## src/rtl/i2c_strap_target.sv

```systemverilog
module i2c_strap_target #(
  parameter int CLK_NS       = 10,
  parameter int GLITCH_NS    = 50,
  parameter int STRAP_SETTLE = 8,
  parameter int AW           = 8
) (
  input  logic          clk,
  input  logic          rst_n,
  input  logic          scl_in,
  input  logic          sda_in,
  output logic          sda_oe,
  input  logic          strap_pad,
  output logic          strap_pu,
  output logic          strap_pd,
  output logic          reg_we,
  output logic [AW-1:0] reg_addr,
  output logic [7:0]    reg_wdata,
  input  logic [7:0]    reg_rdata
);
  localparam int FILT_CNT = GLITCH_NS / CLK_NS + 1;
  localparam int FW = $clog2(FILT_CNT + 1);
  localparam int SW = $clog2(2 * STRAP_SETTLE + 1);
  localparam logic [4:0] ADDR_HI = 5'b10110;

  logic [1:0] raw, filt, filt_q;
  assign raw = {sda_in, scl_in};

  generate
    for (genvar g = 0; g < 2; g++) begin : g_flt
      logic s1, s2, f;
      logic [FW-1:0] cnt;
      always_ff @(posedge clk or negedge rst_n)
        if (!rst_n) begin
          s1 <= 1'b1; s2 <= 1'b1; f <= 1'b1; cnt <= '0;
        end else begin
          s1 <= raw[g];
          s2 <= s1;
          if (s2 == f) cnt <= '0;
          else if (cnt == FW'(FILT_CNT - 1)) begin
            f   <= s2;
            cnt <= '0;
          end else cnt <= cnt + 1'b1;
        end
      assign filt[g] = f;
    end
  endgenerate

  always_ff @(posedge clk or negedge rst_n)
    if (!rst_n) filt_q <= 2'b11;
    else        filt_q <= filt;

  logic scl_f, sda_f, scl_q, sda_q, start, stop, scl_rise, scl_fall;
  assign scl_f    = filt[0];
  assign sda_f    = filt[1];
  assign scl_q    = filt_q[0];
  assign sda_q    = filt_q[1];
  assign start    = scl_f & scl_q & sda_q & ~sda_f;
  assign stop     = scl_f & scl_q & ~sda_q & sda_f;
  assign scl_rise = scl_f & ~scl_q;
  assign scl_fall = ~scl_f & scl_q;

  logic [SW-1:0] scnt;
  logic up_v, dn_v, ready;
  logic [1:0] lsb;

  always_ff @(posedge clk or negedge rst_n)
    if (!rst_n) begin
      scnt <= '0; up_v <= 1'b0; dn_v <= 1'b0;
    end else if (!ready) begin
      scnt <= scnt + 1'b1;
      if (scnt == SW'(STRAP_SETTLE - 1))     up_v <= strap_pad;
      if (scnt == SW'(2 * STRAP_SETTLE - 1)) dn_v <= strap_pad;
    end

  assign ready    = (scnt == SW'(2 * STRAP_SETTLE));
  assign strap_pu = (scnt < SW'(STRAP_SETTLE));
  assign strap_pd = !strap_pu && !ready;
  assign lsb      = (up_v == dn_v) ? {1'b0, up_v} : 2'b11;

  typedef enum logic [3:0] {
    IDLE, ADR, ADR_ACK, OFS, OFS_ACK, WR, WR_ACK, RD, RD_ACK
  } st_e;

  st_e state;
  logic [3:0] bitcnt;
  logic [7:0] sh, tx;
  logic rw, nack, we;
  logic [AW-1:0] ptr;

  assign reg_we    = we;
  assign reg_addr  = ptr;
  assign reg_wdata = sh;

  always_ff @(posedge clk or negedge rst_n)
    if (!rst_n) begin
      state <= IDLE; bitcnt <= '0; sh <= '0; tx <= '0;
      rw <= 1'b0; nack <= 1'b0; we <= 1'b0; ptr <= '0; sda_oe <= 1'b0;
    end else begin
      we <= 1'b0;
      if (we) ptr <= ptr + 1'b1;
      if (!ready) state <= IDLE;
      else if (start) begin
        state <= ADR; bitcnt <= '0; sda_oe <= 1'b0;
      end else if (stop) begin
        state <= IDLE; sda_oe <= 1'b0;
      end else begin
        case (state)
          ADR, OFS, WR: begin
            if (scl_rise && bitcnt < 4'd8) begin
              sh     <= {sh[6:0], sda_f};
              bitcnt <= bitcnt + 1'b1;
            end else if (scl_fall && bitcnt == 4'd8) begin
              bitcnt <= '0;
              if (state == ADR) begin
                if (sh[7:1] == {ADDR_HI, lsb}) begin
                  sda_oe <= 1'b1; rw <= sh[0]; state <= ADR_ACK;
                end else state <= IDLE;
              end else if (state == OFS) begin
                ptr <= sh[AW-1:0]; sda_oe <= 1'b1; state <= OFS_ACK;
              end else begin
                we <= 1'b1; sda_oe <= 1'b1; state <= WR_ACK;
              end
            end
          end
          ADR_ACK, OFS_ACK, WR_ACK: begin
            if (scl_fall) begin
              if (state == ADR_ACK && rw) begin
                tx <= reg_rdata; sda_oe <= ~reg_rdata[7]; state <= RD;
              end else begin
                sda_oe <= 1'b0;
                state  <= (state == ADR_ACK) ? OFS : WR;
              end
            end
          end
          RD: begin
            if (scl_rise) bitcnt <= bitcnt + 1'b1;
            else if (scl_fall) begin
              if (bitcnt == 4'd8) begin
                sda_oe <= 1'b0; ptr <= ptr + 1'b1; bitcnt <= '0; state <= RD_ACK;
              end else begin
                sda_oe <= ~tx[6]; tx <= {tx[6:0], 1'b0};
              end
            end
          end
          RD_ACK: begin
            if (scl_rise) nack <= sda_f;
            else if (scl_fall) begin
              if (nack) state <= IDLE;
              else begin
                tx <= reg_rdata; sda_oe <= ~reg_rdata[7]; bitcnt <= '0; state <= RD;
              end
            end
          end
          default: ;
        endcase
      end
    end
endmodule

```

## config.mk

```make
export PLATFORM = sky130hd
export DESIGN_NAME = i2c_strap_target
export DESIGN_NICKNAME = d
export VERILOG_FILES = /design/src/rtl/i2c_strap_target.sv
export SDC_FILE = /design/constraint.sdc
export NUM_CORES = 1
export LEC_CHECK = 0
export CORE_MARGIN = 2
export CORE_UTILIZATION = 30
export DETAILED_ROUTE_END_ITERATION = 8
export PLACE_DENSITY = 0.54
export SLEW_MARGIN = 10
export SYNTH_ARGS = -nofsm -noshare
export SYNTH_HDL_FRONTEND = slang
export SYNTH_SLANG_ARGS = --single-unit
```

## constraint.sdc

```tcl
create_clock -name clk -period 2.9 [get_ports clk]
set_input_delay 0.58 -clock clk [delete_from_list [all_inputs] [get_ports clk]]
set_output_delay 0.58 -clock clk [all_outputs]
set_load 0.1 [all_outputs]
```

After elaboration in Yosys (flattened, before gate mapping)
Cells that the tools add are included.
Operators by class
  add/subtract/negate cells: 5
  $lt $le $gt $ge: 2
  equality and inequality tests: 51
  muxes and demuxes: 78
  bitwise gates (word level): 19
  reduce and logical (&&, ||, !) cells: 22
Operators with widths (number)
  $mux 4: 22
  $mux 8: 11
  $mux 7: 8
  $ne 5x5->1 const B: 9
  $ne 4x4->1 const B: 11
  $mux 1: 22
  $mux 3: 7
  $pmux 7 s3: 1
  $ne 2x2->1 const B: 9
  $reduce_and 9->1: 2
  $eq 4x3->1 const B: 4
  $pmux 4 s4: 1
  $pmux 8 s2: 1
  $not 1->1: 12
  $pmux 4 s3: 1
  $reduce_and 12->1: 1
  $reduce_and 11->1: 1
  $reduce_and 5->1: 2
  $ne 3x3->1 const B: 3
  $add 8x1->8 const B: 1
  $eq 4x2->1 const B: 2
  $eq 4x4->1 const B: 2
  $reduce_and 2->1: 4
  $reduce_and 8->1: 1
  other kinds (22): 39
Storage, ports and cells
  register bits: 56
  bits of input ports: 13

Longest topological paths before layout
Gate-level depths: netlist of run 1.
  word-level depth: 11
  depth in mapped cells: 8

Least setup slack after synthesis of run 1
Ideal clock, no wire load.
  path kind: reg2out
  start point: register scnt[3]
  end point: output strap_pd
  arrival: 2.692 ns
  data required time: 2.320 ns
  slack: -0.372 ns
  stages on the path, launching flop included: 3
  path buffers: 0
  cells stage by stage: dfrtp_1 > nor2_1 > nor2_1
On the way
  word-level cells in the longest chain between the ends: 3
Ends and longest elaborated chain
  start, declared: line 62  | logic [SW-1:0] scnt;
  start signal, assigned: line 70  | scnt <= scnt + 1'b1;
  $lt 5x4->1: line 76  | assign strap_pu = (scnt < SW'(STRAP_SETTLE));
  named net strap_pu: line 13  | output logic strap_pu,
  $logic_not 1->1: line 77  | assign strap_pd = !strap_pu && !ready;
  $logic_and 1x1->1: line 77
  end, declared: line 14  | output logic strap_pd,
The timed path passes the listed nets, and every way through them passes these cells.

Worst setup path in the final report of run 1
  start point: register state[0]
  end point: register tx[4]
On the way
  word-level cells in the longest chain between the ends: 4
Ends and longest elaborated chain
  start, declared: line 84  | st_e state;
  start signal, assigned: line 131  | state <= (state == ADR_ACK) ? OFS : WR;
  $eq 4x2->1 or $eq 4x3->1 (tied branches): line 107, 127
  $reduce_or 3->1 or $logic_and 1x1->1 (tied branches): line 107, 127
  $ne 2x2->1 (no source line) or $reduce_bool 3->1 (tied branches)
  $reduce_and 12->1 (no source line)
  end signal, assigned: line 141  | sda_oe <= ~tx[6]; tx <= {tx[6:0], 1'b0};
  end, declared: line 86  | logic [7:0] sh, tx;
Parallel ways exist; a longest one is shown, timed or not.
A chain may end at the register's enable or synchronous reset.

==> results of run 1 <==
## placed cells by master (no fill, tap or decap), types with 3 or more instances in the layout
| cell type | count |
|---|---|
| o221ai_1 | 3 |
| o21ai_0 | 12 |
| clkbuf_8 | 6 |
| nand3_1 | 7 |
| mux2_2 | 19 |
| nand2b_1 | 7 |
| buf_4 | 26 |
| and3_1 | 3 |
| o31ai_1 | 3 |
| xor2_1 | 7 |
| dfstp_2 | 8 |
| dfrtp_1 | 48 |
| o32ai_1 | 4 |
| inv_1 | 15 |
| nor2b_1 | 3 |
| nor2_1 | 31 |
| nand2_1 | 37 |
| clkdlybuf4s50_1 | 11 |
| o21a_1 | 4 |
| nand4b_1 | 3 |
| nand3b_1 | 3 |
| xnor2_1 | 8 |
| mux2i_1 | 3 |
| a211o_1 | 5 |
| nor3_1 | 10 |
| nand4_1 | 5 |
| ha_1 | 7 |
| a21oi_1 | 15 |
## power groups by stage
stage / Sequential [mW] / Combinational, mW / Clock (mW)
finish: 1.05 / 0.727 / 0.476
global route: 1.08 / 0.789 / 0.549
CTS: 1.05 / 0.732 / 0.498
detailed placement: 1.07 / 0.732 / 0
global placement: 1.07 / 0.731 / 0
floorplan: 1.26 / 0.341 / 0
## metrics by stage
step	setup slack, ns	area [um2]	cells	utilization (%)	hold WS [ns]
after floorplan	0.163	3300	340	-	0.284
after global placement	0.525	3720	501	34.5	0.346
after detailed placement	0.486	3720	501	34.5	0.351
after CTS	0.454	3820	509	35.4	0.367
after global routing	0.254	3820	509	35.4	0.373
final	0.453	3820	509	35.4	0.364
## logic make-up after synthesis
kind of cell / count (synthesis)
and+or+nand+nor: 132
AOI/OAI and AO/OA: 75
DFF: 56
buffers and inverters: 33
muxes: 22
xor gates and xnor gates: 15
adders and majority gates: 7
## worst max-delay path: cells and delay by family, from the launching register on
| family | cells | cell delay [ns] |
|---|---|---|
| AOI/OAI and AO/OA | 1 | 0.34 |
| DFF | 1 | 0.75 |
| muxes | 1 | 0.39 |
| and+or+nand+nor | 3 | 0.87 |
## layout make-up
| class | count | area (um2) |
|---|---|---|
| fillers | 1094 | 6970 |
| clock buffers | 6 | 82.6 |
| multi-input cells | 251 | 1750 |
| inverters | 15 | 56.3 |
| clock inverters | 2 | 18.8 |
| well taps | 140 | 175 |
| flip-flops and latches | 56 | 1410 |
| repair buffers | 39 | 330 |
## metal layers
layer / up-vias / share of wire [%] / global-route usage (%)
met4: 0 / 0.88 / 2.93
met2: 76 / 46 / 22.5
met5: - / 0 / 0
li1: 1289 / - / -
met1: 1286 / 48 / 19.7
met3: 8 / 5.0 / 2.45
## flip-flops by register name (all words and copies together), names as in the netlist, 4 cells and up
name       count
bitcnt         4
state          4
g_flt.cnt      6
reg_addr       8
scnt           5
reg_wdata      8
tx             7
## worst paths after layout
path / from / endpoint / cells past startpoint
max in group asynchronous: rst_n / state[2] / 2
max reg2reg: state[0] / tx[4] / 5
min: g_flt[0].s1 / g_flt[0].s2 / 0
min in group asynchronous: rst_n / reg_wdata[4] / 2
max: state[0] / tx[4] / 5
min reg2reg: g_flt[0].s1 / g_flt[0].s2 / 0
==> impl_metrics.env, run 1 <==
export IMPL_insertedDiodeCount=0
export IMPL_netlist_area_um2=3300
export IMPL_boundaryPins=33
export IMPL_slew_viol_final=0
export IMPL_finalSetupViolCount=0
export IMPL_overflow=0
export IMPL_p_per_area_nw_per_um2=589
export IMPL_ys_types=66
export IMPL_synthCells=340
export IMPL_synth_common_cells="dfrtp_1 (48), nand2_1 (37), nor2_1 (32)"
export IMPL_power_internal_mw=1.33
export IMPL_gp_routability_congestion=0.847
export IMPL_grt_pass1_vias=2651
export IMPL_synth_most_common_cell="dfrtp_1"
export IMPL_die_w_um=109
export IMPL_grt_pass1_wl_mm=13.3
export IMPL_drtAntennaViolNets=0
export IMPL_dp_hpwl_mm=5.54
export IMPL_syn_nets=360
export IMPL_first_iter_violations=188
export IMPL_rsz0062_at_grt="false"
export IMPL_worst_clock_skew_ns=0.00870
export IMPL_r2r_slack_ns=0.45
export IMPL_start_util_pct=30.6
export IMPL_hold_class="flop to flop"
export IMPL_h_tree_depth=2
export IMPL_post_cts_buffers=0
export IMPL_peakVddDrop_v=0.000425
export IMPL_cpPeakStageDelay_ns=0.75
export IMPL_portBuffers=32
export IMPL_slew_headroom_pct=52.2
export IMPL_crit_type="flop to flop"
export IMPL_dieArea_um2=11900
export IMPL_synth_top_area_share_pct=36.4
export IMPL_synth_area_per_cell_um2=9.70
export IMPL_crit_path_max_fanout=19
export IMPL_slowest_stage="dfrtp_1"
export IMPL_synth_top_family_by_area="simple AND/OR/NAND/NOR gates"
export IMPL_cts_sinks=56
export IMPL_cp_arrival_ns=2.65
export IMPL_area_growth_synth_to_final_pct=15.9
export IMPL_finalHoldViolCount=0
export IMPL_cts_resized=0
export IMPL_power_switching_mw=0.922
export IMPL_synth_top_area_cell="dfrtp_1"
export IMPL_synth_area_leaders="dfrtp_1 (36%), mux2_2 (6.5%), dfstp_2 (6.4%)"
export IMPL_grt_max_degree=57
export IMPL_drt_wl_total_mm=7.72
export IMPL_post_route_period_util_pct=84.4
export IMPL_synth_fa_ha_area_share_pct=2.65
export IMPL_clk_path_buf_depth=2
export IMPL_ctsRootBufferMaster="clkbuf_8"
export IMPL_synth_edf_count=0
export IMPL_synthFlopType="dfrtp_1"
export IMPL_status="completed"
export IMPL_worst_slew_pin_slew_ns=0.717
export IMPL_path_clk_slew_ns=0.10
export IMPL_vias_per_cell=5.22
export IMPL_power_frac_comb_pct=32.3
export IMPL_cts_made_buffers=5
export IMPL_worstPathRequired_ns=3.10
export IMPL_max_cap_violations=0
export IMPL_worst_setup_path_end_kind="flop"
export IMPL_synthMuxAreaShare_pct=7.39
export IMPL_fp_dieH_um=109
export IMPL_synth_async_reset_ratio_pct=100
export IMPL_synthXorXnorAreaFrac_pct=3.98
export IMPL_setup_tns_final_ns=0
export IMPL_wl_per_cell_um=15.2
export IMPL_via_count=2659
export IMPL_grtUsageTotal_pct=14.0
export IMPL_power_total_mw=2.25
export IMPL_antenna_found_initial=0
export IMPL_synth_compound_area_share_pct=16.6
export IMPL_max_freq_mhz=409
export IMPL_ys_warnings_count=0
export IMPL_nets=388
export IMPL_path_cells="nand2b_1 > a211oi_2 > nor2_1 > nor4_4 > mux2_2"
export IMPL_seq_area_frac_synth_pct=42.8
export IMPL_core_um2=10800
export IMPL_p_clk_share_pct=21.1
export IMPL_p_sw_share_pct=40.9
export IMPL_min_period_ns=2.45
export IMPL_seqPwrFrac_pct=46.6
export IMPL_fp_row_count=38
export IMPL_synth_simple_area_share_pct=22.3
export IMPL_p_leak_nw=1.69
export IMPL_clk_latency_ns=0.31
export IMPL_drive_above_1_share_pct=20.6
export IMPL_ys_ff_latch=56
export IMPL_firstDrtPassIters=6
export IMPL_cts_tree="built"
export IMPL_cp_start_kind="flop"
export IMPL_cts_hold_buf=0
export IMPL_drc=0
No activity file was read; power rests on OpenSTA's default activity.
==> inputs of run 2 (changes only) <==
==> constraint.sdc (replaced) <==
create_clock -name clk -period 2.5 [get_ports clk]
set_input_delay 0.5 -clock clk [delete_from_list [all_inputs] [get_ports clk]]
set_output_delay 0.5 -clock clk [all_outputs]
set_load 0.1 [all_outputs]
==> impl_metrics.env, run 2 (synthesis gave the netlist of run 1 again) <==
export IMPL_boundaryPins=33
export IMPL_worstSetupPathDepth=6
export IMPL_crit_family="flip-flops"
export IMPL_wl_per_cell_um=15.2
export IMPL_worst_slew_pin_slew_ns=0.607
export IMPL_dieArea_um2=11900
export IMPL_slew_headroom_pct=59.6
export IMPL_nFillCells=1100
export IMPL_insertedDiodeCount=0
export IMPL_slew_viol_final=0
export IMPL_overflow=0
export IMPL_portBuffers=32
export IMPL_grt_pass1_wl_mm=13.0
export IMPL_clk_path_buf_depth=2
export IMPL_rsz0062_at_grt="false"
export IMPL_core_um2=10800
export IMPL_post_route_period_util_pct=92.0
export IMPL_via_count=2698
export IMPL_worst_clock_skew_ns=0.0175
export IMPL_min_period_ns=2.30
export IMPL_placed_area_um2=3770
export IMPL_slowest_stage="dfrtp_1"
export IMPL_die_w_um=109
export IMPL_setup_tns_final_ns=0
export IMPL_h_tree_depth=2
export IMPL_drtAntennaViolNets=0
export IMPL_drive_above_1_share_pct=21.7
export IMPL_worst_setup_path_end_kind="flop"
export IMPL_grt_max_degree=57
export IMPL_hold_class="input pin to asynchronous set/reset pin"
export IMPL_crit_path_max_fanout=18
export IMPL_finalHoldViolCount=0
export IMPL_grtUsageTotal_pct=13.8
export IMPL_clk_latency_ns=0.32
export IMPL_ff2ff_path_depth=6
export IMPL_cp_start_kind="flop"
export IMPL_critPathBufInv=1
export IMPL_crit_type="flop to flop"
export IMPL_p_per_area_nw_per_um2=712
export IMPL_max_cap_violations=0
export IMPL_finalSetupViolCount=0
export IMPL_fp_row_count=38
export IMPL_nets=392
export IMPL_layout_commonest_cell="dfrtp_1"
export IMPL_status="completed"
export IMPL_final_cell_mix="dfrtp_1 (47), nand2_1 (37), nor2_1 (30)"
export IMPL_reg2reg_from="state[3]"
export IMPL_path_cells="nor2b_1 > a211oi_2 > nor2_1 > nor4_4 > buf_4 > mux2_2"
export IMPL_seq_area_um2=1410
export IMPL_worstPathRequired_ns=2.70
export IMPL_cts_hold_buf=0
export IMPL_ctsRootBufferMaster="clkbuf_8"
export IMPL_dp_hpwl_mm=5.67
export IMPL_r2r_slack_ns=0.20
export IMPL_drc=0
export IMPL_grt_pass1_vias=2609
export IMPL_cpPeakStageDelay_ns=0.69
export IMPL_finalInstanceArea_um2=3900
export IMPL_antenna_found_initial=0
export IMPL_p_leak_nw=1.73
export IMPL_peakVddDrop_v=0.000674
export IMPL_cts_sinks=56
export IMPL_cts_tree="built"
export IMPL_gp_routability_congestion=0.858
export IMPL_cp_arrival_ns=2.50
export IMPL_multi_input_area_um2=1750
export IMPL_vias_per_cell=5.26
export IMPL_area_growth_synth_to_final_pct=18.3
export IMPL_first_iter_violations=114
export IMPL_firstDrtPassIters=4
export IMPL_fp_dieH_um=109
export IMPL_start_util_pct=30.6
export IMPL_cts_made_buffers=5
export IMPL_max_freq_mhz=435
export IMPL_drt_wl_total_mm=7.79
export IMPL_rr_endpoint="tx[5]"
export IMPL_path_clk_slew_ns=0.11
[run 2: per-stage QoR]
step / std cells / util (%) / power [mW] / hold slack (ns) / worst slack [ns]
6_report: 513 / 36.2 / 2.78 / 0.158 / 0.200
3_3_place_gp: 505 / 34.9 / 2.08 / 0.346 / 0.149
3_5_place_dp: 505 / 34.9 / 2.09 / 0.347 / 0.160
4_1_cts: 513 / 36.1 / 2.81 / 0.184 / 0.118
5_1_grt: 513 / 36.2 / 2.94 / 0.185 / 0.0494
2_1_floorplan: 340 / - / 1.85 / 0.204 / 0.252
[run 2: cell type report]
type                            instances  area share (%)
Multi-Input combinational cell        251            44.9
Sequential cell                        56            36.2
Timing Repair Buffer                   43            9.55
Tap cell                              140            4.49
Clock buffer                            6            1.86
Clock inverter                          2            1.54
Inverter                               15            1.44
[run 2: where the power goes]
part           internal, mW  switching [mW]  total [mW]
Sequential             1.04           0.176        1.22
Combinational         0.276           0.572       0.847
Clock                 0.401           0.310       0.711
[run 2: what timing repair did]
item / 4_1_cts / 5_1_grt
endpoints found under the setup margin: 0 / 6
buffers inserted: 0 / 0
hold endpoints to repair: 0 / 0
gates resized for setup: 0 / 1
[run 2: layer usage]
metal | share of wire (%) | global-route usage (%) | up-vias
met5 | 0 | 0 | -
met4 | 1.6 | 4.12 | 0
met3 | 4.5 | 2.45 | 13
met2 | 46 | 22.0 | 67
met1 | 48 | 19.1 | 1316
li1 | - | - | 1302
[run 2: how the worst max path moves through the flow]
stage | from | endpoint | slack, ns
detailed placement | state[0] | tx[5] | 0.16
global route | scnt[0] | strap_pd | 0.05
floorplan | scnt[3] | strap_pd | 0.25
global placement | state[0] | tx[6] | 0.15
finish | state[3] | tx[5] | 0.20
CTS | state[0] | tx[3] | 0.12
